**config.mk**
```make
export PLATFORM = sky130hd
export DESIGN_NAME = quad_univ_shreg
export DESIGN_NICKNAME = d
export VERILOG_FILES = /design/src/rtl/shreg_pkg.sv /design/src/rtl/shreg_mode_dec.sv /design/src/rtl/shreg_core.sv /design/src/rtl/shreg_outdrv.sv /design/src/rtl/quad_univ_shreg.sv
export SDC_FILE = /design/constraint.sdc
export NUM_CORES = 1
export LEC_CHECK = 0
export BUFFER_PORTS_ARGS = -buffer_cell sky130_fd_sc_hd__buf_2
export CORE_AREA = 2 2 39 41
export CTS_BUF_LIST = sky130_fd_sc_hd__clkbuf_8 sky130_fd_sc_hd__clkbuf_16
export DETAILED_ROUTE_END_ITERATION = 10
export DIE_AREA = 0 0 41 43
export GPL_TIMING_DRIVEN = 0
export MAX_ROUTING_LAYER = met4
export PLACE_DENSITY_LB_ADDON = 0.12
export SKIP_LAST_GASP = 1
export SYNTH_ARGS = -nofsm -noshare
export SYNTH_HDL_FRONTEND = slang
export SYNTH_SLANG_ARGS = --single-unit
```
**constraint.sdc**
```tcl
create_clock -name clk -period 0.97 [get_ports clk]
set_input_delay 0.291 -clock clk [delete_from_list [all_inputs] [get_ports clk]]
set_output_delay 0.291 -clock clk [all_outputs]
set_load 0.02 [all_outputs]
```
**src/rtl/shreg_pkg.sv**
```systemverilog
package shreg_pkg;

    // Operation applied at a rising clock edge
    typedef enum logic {
        OP_SHIFT = 1'b0,
        OP_LOAD  = 1'b1
    } op_e;

    // State of the stage-bus driver
    typedef enum logic {
        DRV_OFF = 1'b0,
        DRV_ON  = 1'b1
    } drv_e;

endpackage

```
**src/rtl/shreg_mode_dec.sv**
```systemverilog
module shreg_mode_dec
    import shreg_pkg::*;
(
    input  logic load_mode,
    input  logic oe_n,
    output op_e  op,
    output drv_e drv
);

    // Operation select: mode 1 means LOAD, mode 0 means SHIFT
    always_comb begin
        if (load_mode) begin
            op = OP_LOAD;
        end else begin
            op = OP_SHIFT;
        end
    end

    // Driver select: active-low enable
    always_comb begin
        if (oe_n) begin
            drv = DRV_OFF;
        end else begin
            drv = DRV_ON;
        end
    end

endmodule

```
**src/rtl/shreg_core.sv**
```systemverilog
module shreg_core
    import shreg_pkg::*;
#(
    parameter int W = 4
) (
    input  logic         clk,
    input  logic         clr_n,
    input  op_e          op,
    input  logic [W-1:0] par_in,
    input  logic         ser_in,
    output logic [W-1:0] stage
);

    localparam int TOP = W - 1;

    logic [W-1:0] shift_nxt;
    logic [W-1:0] stage_nxt;

    // Shift network: the top stage takes the serial bit, every other stage takes its upper neighbour
    for (genvar i = 0; i < W; i++) begin : g_shift
        if (i == TOP) begin : g_top
            assign shift_nxt[i] = ser_in;
        end else begin : g_mid
            assign shift_nxt[i] = stage[i+1];
        end
    end

    always_comb begin
        unique case (op)
            OP_LOAD:  stage_nxt = par_in;
            OP_SHIFT: stage_nxt = shift_nxt;
            default:  stage_nxt = stage;
        endcase
    end

    // Clear is asynchronous and wins over both operations
    always_ff @(posedge clk or negedge clr_n) begin
        if (!clr_n) begin
            stage <= '0;
        end else begin
            stage <= stage_nxt;
        end
    end

endmodule

```
**src/rtl/shreg_outdrv.sv**
```systemverilog
module shreg_outdrv
    import shreg_pkg::*;
#(
    parameter int W = 4
) (
    input  drv_e         drv,
    input  logic [W-1:0] stage,
    output logic [W-1:0] bus_q,
    output logic         bus_en,
    output logic         cascade
);

    always_comb begin
        unique case (drv)
            DRV_ON: begin
                bus_q  = stage;
                bus_en = 1'b1;
            end
            DRV_OFF: begin
                bus_q  = '0;
                bus_en = 1'b0;
            end
            default: begin
                bus_q  = '0;
                bus_en = 1'b0;
            end
        endcase
    end

    // Cascade copy of the lowest stage; the driver state has no effect on it
    assign cascade = stage[0];

endmodule

```
**src/rtl/quad_univ_shreg.sv**
```systemverilog
module quad_univ_shreg
    import shreg_pkg::*;
#(
    parameter int W = 4
) (
    input  logic         clk,
    input  logic         clr_n,
    input  logic         load_mode,
    input  logic [W-1:0] par_in,
    input  logic         ser_in,
    input  logic         oe_n,
    output logic [W-1:0] bus_q,
    output logic         bus_en,
    output logic         cascade
);

    op_e          op;
    drv_e         drv;
    logic [W-1:0] stage;

    shreg_mode_dec u_dec (
        .load_mode (load_mode),
        .oe_n      (oe_n),
        .op        (op),
        .drv       (drv)
    );

    shreg_core #(.W(W)) u_core (
        .clk    (clk),
        .clr_n  (clr_n),
        .op     (op),
        .par_in (par_in),
        .ser_in (ser_in),
        .stage  (stage)
    );

    shreg_outdrv #(.W(W)) u_drv (
        .drv     (drv),
        .stage   (stage),
        .bus_q   (bus_q),
        .bus_en  (bus_en),
        .cascade (cascade)
    );

endmodule

```
==> impl_metrics.ini <==
[layout]
fin_area_um2 = 350
antenna_cells = 0
reg.largest.list = u_core.stage (4)
regMostFlops = u_core.stage
fillerInstances = 162
multi_input_area_um2 = 77.6
layout_common_cells = buf_2 (9), mux2_1 (4), buf_4 (4), dfrtp_1 (4)
drive_gt1_frac = 0.594
largest_reg_flops = 4
syn2layout_area_growth_pct = 101
final_common_cell = buf_2
nNetsFinal = 43
final-seq-area_um2 = 100
finish.utilization = 0.253

[routing]
vias_per_cell = 3.40
drt_iter0_drc = 1
ant_nets = 0
dr_total_vias = 163
drc = 0
routed_wl_um = 390
firstDrtPassIters = 2
wire_per_inst_um = 8.13

[worst_setup_path]
cp_data_arrival_time_ns = 0.85
reg2regPathDepth = 2
crit_path_start_kind = register
worst_path_largest_cell_delay_ns = 0.36
path_cells = nor2b_1 > buf_4
worst_ep_required_time_ns = 0.68
end_kind = output pin
cp_max_fo = 2
path_class = reg -> out
slowest_stage = dfrtp_1

[clocking]
htree_num_levels = 1
root_buffer = clkbuf_8
clk_pin_slew_ns = 0.03
cts.sinks = 4
cts_made_buffers = 3
clock_latency_ns = 0.21
cts_tree = done
ctsLongestPathBuffers = 2

[hold_path]
hold_path_depth = 2
hold_path_class = in -> reg

[status]
violations = setup timing
outcome = finished, violations left

[pwr]
swShare = 0.205
cellLeakagePower_nw = 0.175
p_per_area_nw_per_um2 = 1830
power_switching_w = 0.000132
power_w = 0.000641
max-vdd-ir-drop_uv = 704
p_int_w = 0.000510
pwr-share-clk = 0.527
combPwrFrac = 0.177
sequentialPowerShare = 0.296

[sta]
finalSetupViolCount = 5
min_period_ns = 1.14
layout_setup_ws_ns = -0.167
skew_ns = 0.000179
max_freq_mhz = 879
hold_ws_ns = 0.294
relSlewSlack = 0.926
period_share = 1.17
tightest_slew_ns = 0.111
rsz0062_at_grt = true
drv_slew = 0
hold_violations = 0
finalSetupTns_ns = -0.700

[die]
die-area_um2 = 1760
die_h_um = 43
pin_count = 15
placementRows = 14
start_util = 0.126
fp.dieW_um = 41
core_um2 = 1380

[yosys]
synth-simple-area-share = 0.144
synth_top_family_by_area = multiplexers
yosysTopAreaCell = dfrtp_1
synth_warnings = 0
ys_types = 4
synth-compound-area-share = 0
synthCells = 13
synth-adder-area-share = 0
avgSynthCellArea_um2 = 13.4
yosys-top-cells-area = dfrtp_1 (58%), mux2_1 (26%), nor2b_1 (14%), inv_1 (2.2%)
synth_xor_area_frac = 0
netlist_area_um2 = 174
yosysSeqAreaShare = 0.576
synth_mux_area_frac = 0.259
syn_nets = 22
ys_ff_latch = 4
synth_top_area_share = 0.576

[grt]
overflow = 0
grt_max_degree = 6
grt_pass1_vias = 167
antenna_found_initial = 0
grt_pass1_wl_um = 627
grt_use_total = 0.0600

[placed_design]
port-buffer-count = 14
gp_congestion = 0.629
placed_area_um2 = 272

[job]
cap_violations = 0
[stage by stage]
step / worst slack (ns) / cells
2_1_floorplan: 0.0133 / 13
3_3_place_gp: -0.0182 / 43
3_5_place_dp: -0.0331 / 43
4_1_cts: -0.179 / 48
5_1_grt: -0.209 / 48
6_report: -0.167 / 48
[what timing repair did]
| action | CTS | global route |
|---|---|---|
| endpoints found under the hold margin | 4 | 0 |
| pin swaps | 0 | 0 |
| gates resized for setup | 5 | 2 |
| setup endpoints to repair | 5 | 5 |
| hold buffers | 1 | 0 |
| setup buffers | 1 | 0 |
[cell usage after synthesis, drive strengths merged]
cell   n
dfrtp  4
inv    1
mux2   4
nor2b  4
[power by group through the flow]
stage | Clock, W | Combinational, W | Sequential, W
global route | 0.000362 | 0.000124 | 0.000193
detailed placement | 0 | 0.0000923 | 0.000192
finish | 0.000338 | 0.000113 | 0.000190
global placement | 0 | 0.0000915 | 0.000192
CTS | 0.000352 | 0.000112 | 0.000191
floorplan | 0 | 0.0000445 | 0.000195
[critical path: cells and delay by family, from the launching register on]
family,cells,cell delay (ns)
buffers and inverters,1,0.15
DFF,1,0.36
and+or+nand+nor,1,0.13
[routing by layer]
metal	up-vias	wire [um]	track usage
met5	-	0	-
met4	0	0	0.0600
met3	0	66	0.0314
met2	11	169	0.0719
met1	71	154	0.0654
li1	81	-	-
[kinds of logic (layout without fill, tap and decap cells)]
logic type             after synthesis  after routing
buffers and inverters                1             20
and+or+nand+nor                      4              4
DFF                                  4              4
muxes                                4              4
[cell type report]
type / count / area share
timing repair buffer: 16 / 0.307
sequential: 4 / 0.286
multi-input combinational: 8 / 0.221
clock buffer: 3 / 0.118
tap: 16 / 0.0571
inverter: 1 / 0.0107
[final timing paths]
kind / startpoint / endpoint / slack, ns
worst max-delay path: u_core.stage[3] / bus_q[3] / -0.17
worst min-delay path: ser_in / u_core.stage[3] / 0.29
worst max register to register: u_core.stage[2] / u_core.stage[1] / 0.09
worst min register to register: u_core.stage[1] / u_core.stage[0] / 0.47
max in group asynchronous: clr_n / u_core.stage[3] / 0.44
min in group asynchronous: clr_n / u_core.stage[0] / 0.42
Note: power is estimated with default switching activity, not from simulation.
